## src/rtl/lpm_entry_ctrl.sv

```systemverilog
module lpm_entry_ctrl (
  input  logic       clk,
  input  logic       rst_n,
  input  logic       stop_req,
  input  logic       cfg_stop_en,
  input  logic       cfg_wait_en,
  input  logic       cfg_rst_dis,
  input  logic       cfg_dbg_en,
  input  logic [1:0] cfg_level,
  input  logic       irq,
  input  logic       wake_pin_n,
  input  logic       rtc_wake,
  input  logic       rtc_wake_en,
  input  logic       dbg_bkgd,
  input  logic       dbg_mem_req,
  output logic [2:0] mode,
  output logic       cpu_clk_en,
  output logic       bus_clk_en,
  output logic       per_clk_en,
  output logic       io_hold,
  output logic       illegal_rst,
  output logic       illegal_exc,
  output logic       por_rst,
  output logic       retain,
  output logic       halt_req,
  output logic       wake_done,
  output logic       dbg_mem_go,
  output logic       dbg_mem_err
);

  typedef enum logic [2:0] {
    M_RUN   = 3'd0,
    M_WAIT  = 3'd1,
    M_STOP4 = 3'd2,
    M_STOP3 = 3'd3,
    M_STOP2 = 3'd4
  } mode_e;

  mode_e mode_q;
  logic  dbg_lat;
  logic  stop2_wake;

  assign stop2_wake = !wake_pin_n || (rtc_wake && rtc_wake_en);

  always_ff @(posedge clk or negedge rst_n) begin
    if (!rst_n) begin
      mode_q      <= M_RUN;
      dbg_lat     <= 1'b0;
      illegal_rst <= 1'b0;
      illegal_exc <= 1'b0;
      por_rst     <= 1'b0;
      retain      <= 1'b0;
      halt_req    <= 1'b0;
      wake_done   <= 1'b0;
    end else begin
      illegal_rst <= 1'b0;
      illegal_exc <= 1'b0;
      por_rst     <= 1'b0;
      retain      <= 1'b0;
      halt_req    <= 1'b0;
      wake_done   <= 1'b0;
      case (mode_q)
        M_RUN: begin
          if (stop_req) begin
            if (cfg_wait_en) begin
              mode_q <= M_WAIT;
            end else if (cfg_stop_en) begin
              dbg_lat <= cfg_dbg_en;
              case (cfg_level)
                2'b00:   mode_q <= M_STOP4;
                2'b10:   mode_q <= M_STOP2;
                default: mode_q <= M_STOP3;
              endcase
            end else if (cfg_rst_dis) begin
              illegal_exc <= 1'b1;
            end else begin
              illegal_rst <= 1'b1;
            end
          end
        end
        M_WAIT, M_STOP3: begin
          if (irq) begin
            mode_q    <= M_RUN;
            wake_done <= 1'b1;
          end
        end
        M_STOP4: begin
          if (dbg_bkgd && dbg_lat) begin
            mode_q    <= M_RUN;
            halt_req  <= 1'b1;
            wake_done <= 1'b1;
          end else if (irq) begin
            mode_q    <= M_RUN;
            wake_done <= 1'b1;
          end
        end
        M_STOP2: begin
          if (stop2_wake) begin
            mode_q  <= M_RUN;
            por_rst <= 1'b1;
            retain  <= 1'b1;
          end
        end
        default: mode_q <= M_RUN;
      endcase
    end
  end

  assign mode        = mode_q;
  assign cpu_clk_en  = (mode_q == M_RUN) || (mode_q == M_STOP4 && dbg_lat);
  assign bus_clk_en  = (mode_q == M_RUN) || (mode_q == M_WAIT) ||
                       (mode_q == M_STOP4 && dbg_lat);
  assign per_clk_en  = (mode_q == M_RUN) || (mode_q == M_WAIT);
  assign io_hold     = (mode_q == M_STOP2);
  assign dbg_mem_go  = dbg_mem_req && (mode_q == M_RUN);
  assign dbg_mem_err = dbg_mem_req && (mode_q != M_RUN);

endmodule

```

## config.mk

```make
export PLATFORM = sky130hd
export DESIGN_NAME = lpm_entry_ctrl
export DESIGN_NICKNAME = d
export VERILOG_FILES = /design/src/rtl/lpm_entry_ctrl.sv
export SDC_FILE = /design/constraint.sdc
export NUM_CORES = 1
export LEC_CHECK = 0
export ABC_AREA = 1
export ABC_CLOCK_PERIOD_IN_PS = 1000
export BUFFER_PORTS_ARGS = -buffer_cell sky130_fd_sc_hd__buf_4
export CAP_MARGIN = 20
export CORE_MARGIN = 8
export CORE_UTILIZATION = 37
export CTS_CLUSTER_DIAMETER = 200
export DETAILED_ROUTE_END_ITERATION = 6
export HOLD_SLACK_MARGIN = 0.02
export MAX_ROUTING_LAYER = met4
export PLACE_DENSITY = 0.73
export SYNTH_ARGS = -nofsm -noshare
export SYNTH_HDL_FRONTEND = slang
export SYNTH_SLANG_ARGS = --single-unit
```

## constraint.sdc

```tcl
create_clock -name clk -period 1 [get_ports clk]
set_input_delay 0.05 -clock clk [delete_from_list [all_inputs] [get_ports clk]]
set_output_delay 0.05 -clock clk [all_outputs]
set_load 0.01 [all_outputs]
```

# After elaboration in Yosys (flattened, before gate mapping)
# Cells that the tools add are included.
# totals
register_bits	9
in_bits	15
out_inout_bits	15
word_cells	57
# classes
eq_ne	8
mux	25
bitwise	1
n_reduce_logical	16
# ops
operator	n
$mux W3	6
$mux W1	16
$pmux W3 S4	1
$eq A3 B2 Y1 const B	2
$pmux W3 S2	1
$logic_and A1 B1 Y1	5
$logic_or A1 B1 Y1	4
$reduce_and A4 Y1	1
$eq A3 B1 Y1 const B	1
$eq A3 B3 Y1 const B	1
$logic_not A3 Y1	1
$ne A3 B3 Y1 const B	1
$reduce_and A3 Y1	1
$reduce_bool A3 Y1	1
$eq A2 B2 Y1 const B	1
$logic_not A2 Y1	1
$ne A2 B1 Y1 const B	1
$ne A2 B2 Y1 const B	1
$pmux W1 S2	1
$reduce_or A2 Y1	1
$logic_not A1 Y1	1
$not A1 Y1	1

# Depth between registers and ports, before layout
# Gate-level depths: netlist of run 1.
# depth
depth_word	6
ltp_mapped	7
depth_no_buf	7

# Worst setup path after synthesis of run 1
# Ideal clock, no wire load.
# synth_timing
path_type	reg-to-reg
startpoint	register mode_q[0] (netlist: mode[0])
endpoint	register mode_q[0] (netlist: mode[0])
setup_time_ns	0.120
t_arrival_ns	0.998
t_required_ns	0.880
slack_ns	-0.118
stages_incl_launch_ff	7
path_buffers	0
synth_period_minus_slack_ns	1.118
path_cell_list	dfrtp_1 > nor2_4 > nand2_1 > nor2_1 > inv_1 > o21ai_0 > nor2_1
# synth_between
elab_chain_len	3
word_cells_on_any_way	13
cone_classes	7 x eq/ne; 3 x mux; 3 x reduce/logical
# synth_rtl
item	line_no	text
start, declared	39	mode_e mode_q;
start signal, assigned	47	mode_q <= M_RUN;
start signal, assigned	66	mode_q <= M_WAIT;
start signal, assigned	70	2'b00: mode_q <= M_STOP4;
$eq A3 B1 Y1 (tied with other cells)	62	case (mode_q)
$reduce_or A2 Y1 (tied with other cells)	62	
$pmux W3 S4 or $reduce_and A3 Y1 (tied branches)	n/a	
# Parallel ways exist; a longest one is shown, timed or not.
# A chain may end at the register's enable or synchronous reset.

# Final worst setup path of run 1
# layout_timing
startpoint	register mode_q[1] (netlist: mode[1])
endpoint	output io_hold
# layout_between
elab_chain_len	1
# layout_rtl
item	line_no	text
$eq A3 B3 Y1	114	assign io_hold = (mode_q == M_STOP2);
end, declared	20	output logic io_hold,
# No other way between the ends.

==> results of run 1 <==
-- worst max-delay path: cells and delay by family (launching register included) --
kind | cells | cell delay (ns)
buf+inv | 3 | 0.25
flops | 1 | 0.46
simple gates | 2 | 0.26
-- state kept, by name, indices dropped and copies added, names as in the netlist --
register,cells
mode,3
illegal_exc,1
illegal_rst,1
halt_req,1
retain,1
dbg_lat,1
wake_done,1
-- final cells by class --
type	count	share of cell area, %
inverters	13	4.96
clock buffers	4	2.54
flip-flops and latches	9	22.1
repair buffers	48	39.9
multi-input cells	48	28.7
well taps	15	1.81
-- routing by layer --
metal	global-route usage [%]	vias up
met5	-	-
met4	6.30	0
met3	1.65	2
met2	18.6	28
met1	13.7	303
li1	-	329
-- where the power goes --
part           internal, W  leakage (nW)  switching, W
registers         0.000456         0.116      0.000133
logic             0.000829         0.421      0.000760
clock network     0.000154        0.0150      0.000136
-- kinds of logic after synthesis --
family,count (synthesis)
buffers and inverters,14
DFF,9
and+or+nand+nor,43
AOI/OAI and AO/OA,5
-- worst max-delay path by stage --
stage,cells past startpoint,end,slack (ns)
after floorplan,6,mode[0],-0.04
after global placement,6,mode[0],-0.05
after detailed placement,5,illegal_rst,-0.08
after CTS,4,bus_clk_en,-0.26
after global routing,5,cpu_clk_en,-0.34
final,5,io_hold,-0.28
-- timing repair --
action	in CTS	in global routing
setup buffers	6	5
endpoints found under the hold margin	11	0
endpoints found under the setup margin	14	17
hold buffers	3	0
resized for setup	13	19
pin swaps	5	9
-- through the flow --
stage | cell area, µm² | total power (W)
floorplan | 532 | 0.00114
global placement | 806 | 0.00163
detailed placement | 806 | 0.00165
CTS | 943 | 0.00216
global route | 1030 | 0.00262
finish | 1030 | 0.00247
-- cell usage in the layout, fill, tap and decap left out, types with 4 or more instances in the layout --
cell type,Yosys,final
inv_1,13,8
buf_4,1,33
nand3_1,6,5
buf_6,0,12
dfrtp_1,9,6
nand2_1,14,10
inv_2,0,4
nand2_2,1,5
nor2_4,2,4
nor2_1,12,9
==> results.toml, run 1 <==
[power]
p_leak_nw = 0.552
vdd_drop_max_mv = 1.68
powerDensity_nw_per_um2 = 2390

[clock_network]
cts-root-buf = "clkbuf_4"
htreeDepth = 1
cts_buffer_depth = 2
cts_buffers = 3
clock-sinks = 9
clk_pin_slew_worst_paths_ns = 0.06
worstSkewPairLatency_ns = 0.26
cts_tree = "done"

[sta]
fin_crit_ns = 1.28
max_slew.worst_pin.slew_ns = 0.224
holdWs_ns = 0.0578
relSlewSlack_pct = 84.9
rsz0062_at_grt = "true"
fin_setup_tns_ns = -3.58
setup_ws_ns = -0.276
finalCritPeriodShare_pct = 128
max_freq_mhz = 784
hold_viol = 0
finalSetupViolCount = 17
drv_slew = 0
skew_ns = 0.000805

[setup_path]
start_kind = "register"
path_common_cell = "buf_6"
rr_worst_depth = 6
reg2reg_to = "illegal_rst"
crit-reg2reg-launch = "mode[1]"
r2r_setup_slack_ns = -0.23
worstPathMaxFanout = 3
end_kind = "output port"
path_class = "register to output port"
cp_slowest_cell = "dfrtp_2"
crit_required_ns = 0.95
crit_start = "mode[1]"
cp.arrival_ns = 1.23
cp_cell_sequence = "nor2_4 -> nand2_2 -> buf_6 -> inv_2 -> buf_6"
slowest_delay_ns = 0.46

[drt]
wl_met3_um = 95
vias_per_cell = 4.83
highest_layer = "met4"
wl_met2_um = 931
first_pass_iters = 4
dr_total_vias = 662
postRouteAntennaNets = 0
wl_per_cell_um = 13.3
drcViolationCount = 0
met1_length_um = 783
drtIter0Drc = 15
wl_um = 1820

[floorplanning]
io_pins = 30
initial_core_util_pct = 39.7
die_area_um2 = 2870
die_w_um = 53.6
core_um2 = 1320
placement_rows = 13
die_h_um = 53.6

[synthesis]
yosys.area_share.adder_pct = 0
avgSynthCellArea_um2 = 7.37
synth_compound_area_share_pct = 5.26
yosysMostFrequentCell = "nand2_1"
ys_types = 17
synth_warnings = 0
synth_top_family_by_area = "simple AND/OR/NAND/NOR gates"
ys_ff_latch = 9
async_reset_ff_share_pct = 100
syn-num-nets = 86
ys_seq_area_share_pct = 43.1
synth-main-ff-cell = "dfrtp_1"
syn_area_um2 = 523
synthTopCellsByCount = "nand2_1, inv_1, nor2_1"
synth_area_leaders = "dfrtp_1, nand2_1, inv_1"
synthCells = 71
synth_top_cell_area_share_pct = 43.1
synth-xor-area-share_pct = 0
synth_top_area_cell = "dfrtp_1"
synth_edf_count = 0
synthMuxAreaShare_pct = 0
yosys.area_share.simple_pct = 40.9

[final_layout]
diodes = 0
fillers = 82
nNetsFinal = 138
finalNonFillerCells = 137
drive_gt1_share_pct = 59.0
syn_to_final_growth_pct = 97.8
seq_area_um2 = 229
final_core_util_pct = 78.5
multi_input_area_um2 = 297

[global_routing]
grt_start_max_net_pins = 10
grt-ovfl-total = 0
grt_pass1_wl_um = 2400
antenna_found_initial = 0
grt_pass1_vias = 549
grt.total_usage_pct = 11.6

[run]
cap_violations = 0

[placed_design]
hpwl_um = 1120
io_buffer_count = 29
gp_congestion = 0.745
dp_slack_ns = -0.0817
placedCellCount = 120

[outcome]
outcome = "complete, but fails checks"
violations = "setup timing"

[hold_path]
hold_depth = 4
hold_path_end = "mode[2]"
hp-class = "input pin to register"
worstHoldStart = "cfg_level[0]"
No activity file was read; power rests on OpenSTA's default activity.
==> run 2: changes to the inputs <==
- ABC_AREA: 1 -> unset
- CORE_UTILIZATION: 37 -> 35
- GPL_ROUTABILITY_DRIVEN: unset -> 0
- PLACE_DENSITY: 0.73 -> 0.72
==> run 2 against run 1 <==
The run still ends with setup timing left. Sequential power fell by 25%. Final area fell by 3.9%. First-iteration DRC count fell by 67%. Total power fell by 48%. Worst setup slack got worse by 0.12 ns. Clock power fell by 1%. Via count fell by 20%. Non-clock buffer count fell by 2. Routed wire length fell by 9.3%.
==> results.toml, run 2 <==
[floorplanning]
io_pins = 30
die_h_um = 52.5
initial_core_util_pct = 36.8
die_w_um = 52.5
die_area_um2 = 2760
core_um2 = 1270
placement_rows = 13

[synthesis]
synth_top_area_cell = "dfrtp_1"
ys_seq_area_share_pct = 48.3
synthTopCellsByCount = "dfrtp_1, nor2_1, inv_1"
synthCells = 46
syn_area_um2 = 467
ys_types = 23
syn-num-nets = 61
avgSynthCellArea_um2 = 10.1
synth_area_leaders = "dfrtp_1, nor2_1, nor3_4"
synth_edf_count = 0
ys_ff_latch = 9
synth_warnings = 0
async_reset_ff_share_pct = 100
synth_top_cell_area_share_pct = 48.3
synth-main-ff-cell = "dfrtp_1"

[placed_design]
io_buffer_count = 29
dp_slack_ns = -0.288
hpwl_um = 1120
placedCellCount = 92

[global_routing]
grt-ovfl-total = 0
grt_pass1_vias = 563
grt_start_max_net_pins = 10
grt_pass1_wl_um = 2660
antenna_found_initial = 0
grt.total_usage_pct = 13.2

[outcome]
outcome = "complete, but fails checks"
violations = "setup timing"

[sta]
max_freq_mhz = 716
rsz0062_at_grt = "true"
relSlewSlack_pct = 84.8
hold_viol = 0
holdWs_ns = 0.0685
max_slew.worst_pin.slew_ns = 0.227
drv_slew = 0
skew_ns = 0.00145
finalSetupViolCount = 16
fin_crit_ns = 1.40
setup_ws_ns = -0.396
finalCritPeriodShare_pct = 140

[final_layout]
nNetsFinal = 110
diodes = 0
largest_register_ffs = 3
syn_to_final_growth_pct = 113
final_core_util_pct = 78.4
final_cell_mix = "buf_4, buf_6, dfrtp_1"
fillers = 86
final_common_cell = "buf_4"
finalNonFillerCells = 109
drive_gt1_share_pct = 70.2

[clock_network]
worstSkewPairLatency_ns = 0.26
htreeDepth = 1
cts_tree = "done"
cts-root-buf = "clkbuf_4"
clock-sinks = 9
cts_buffer_depth = 2
clk_pin_slew_worst_paths_ns = 0.06
cts_buffers = 3

[drt]
dr_total_vias = 528
drtIter0Drc = 5
wl_per_cell_um = 15.2
postRouteAntennaNets = 0
wl_um = 1660
first_pass_iters = 4
vias_per_cell = 4.84
drcViolationCount = 0

[setup_path]
worstPathMaxFanout = 3
crit_required_ns = 0.95
slowest_delay_ns = 0.43
path_class = "register to output port"
cp.arrival_ns = 1.35
cp_cell_sequence = "nor3_4 -> buf_6 -> and2b_2 -> buf_6"
path_common_cell = "buf_6"
end_kind = "output port"
cp_slowest_cell = "dfrtp_2"
start_kind = "register"

[power]
total_power_w = 0.00127
p_leak_nw = 0.505
vdd_drop_max_mv = 0.885
powerDensity_nw_per_um2 = 1280

[hold_path]
hp-class = "input pin to register"

[run]
cap_violations = 0
==> run 2: changes by cell type in the layout (fill, tap and decap cells not counted), moves of 3 or more <==
cell / delta
inv_2: -3
nand3_1: -5
inv_1: -5
nand2_2: -5
nor2_1: -6
buf_4: -7
nand2_1: -8
==> run 2: power breakdown <==
part | internal [W] | total, W | switching [W]
logic | 0.000324 | 0.000544 | 0.000220
registers | 0.000400 | 0.000445 | 0.0000448
clock network | 0.000154 | 0.000286 | 0.000132
==> run 2: path summary, 6_finish.rpt <==
check / start / end / slack, ns / cells after the start
worst max-delay path: mode[1] / dbg_mem_err / -0.40 / 4
worst min-delay path: rtc_wake_en / retain / 0.07 / 3
worst max register to register: mode[1] / dbg_lat / -0.33 / 3
worst min register to register: dbg_lat / dbg_lat / 0.68 / 1
max in group asynchronous: rst_n / mode[1] / 0.71 / 2
min in group asynchronous: rst_n / wake_done / 0.14 / 2
==> run 2: through the flow <==
step	instance area [µm²]	TNS [ns]
after floorplan	468	-0.531
after global placement	716	-0.786
after detailed placement	716	-1.04
after CTS	881	-3.47
after global routing	995	-3.86
final	995	-2.90
==> run 2: cell families (layout without fill, tap and decap cells) <==
| group | count (synthesis) | after routing | synth area share, % |
|---|---|---|---|
| buffers and inverters | 6 | 54 | 7.24 |
| muxes | 1 | 1 | 3.22 |
| and+or+nand+nor | 22 | 22 | 28.7 |
| DFF | 9 | 9 | 48.3 |
| AOI/OAI and AO/OA | 8 | 8 | 12.6 |
==> run 2: repair_timing <==
action	in CTS	in global routing
resized for setup	16	21
endpoints found under the hold margin	14	0
hold buffers	5	0
pin swaps	6	11
setup buffers	4	7
endpoints found under the setup margin	17	18
gates cloned	0	0
==> run 2: final cells by class <==
cell class              instances  area, µm²  share of cell area, %
well taps                      15       18.8                   1.89
clock buffers                   4       26.3                   2.64
flip-flops and latches          9        226                   22.8
repair buffers                 46        423                   42.5
inverters                       4       15.0                   1.51
multi-input cells              31        285                   28.7
==> run 2: critical path, delay by kind of cell (launching register included) <==
| kind | cells | cell delay [ns] |
|---|---|---|
| flops | 1 | 0.43 |
| simple gates | 2 | 0.42 |
| buf+inv | 2 | 0.24 |
==> run 2: layer usage <==
metal / vias up / share of wire [%] / global-route usage, %
met5: - / 0 / -
met4: 0 / 2.5 / 7.76
met3: 5 / 6.1 / 3.98
met2: 20 / 54 / 21.7
met1: 250 / 37 / 13.6
li1: 253 / - / -
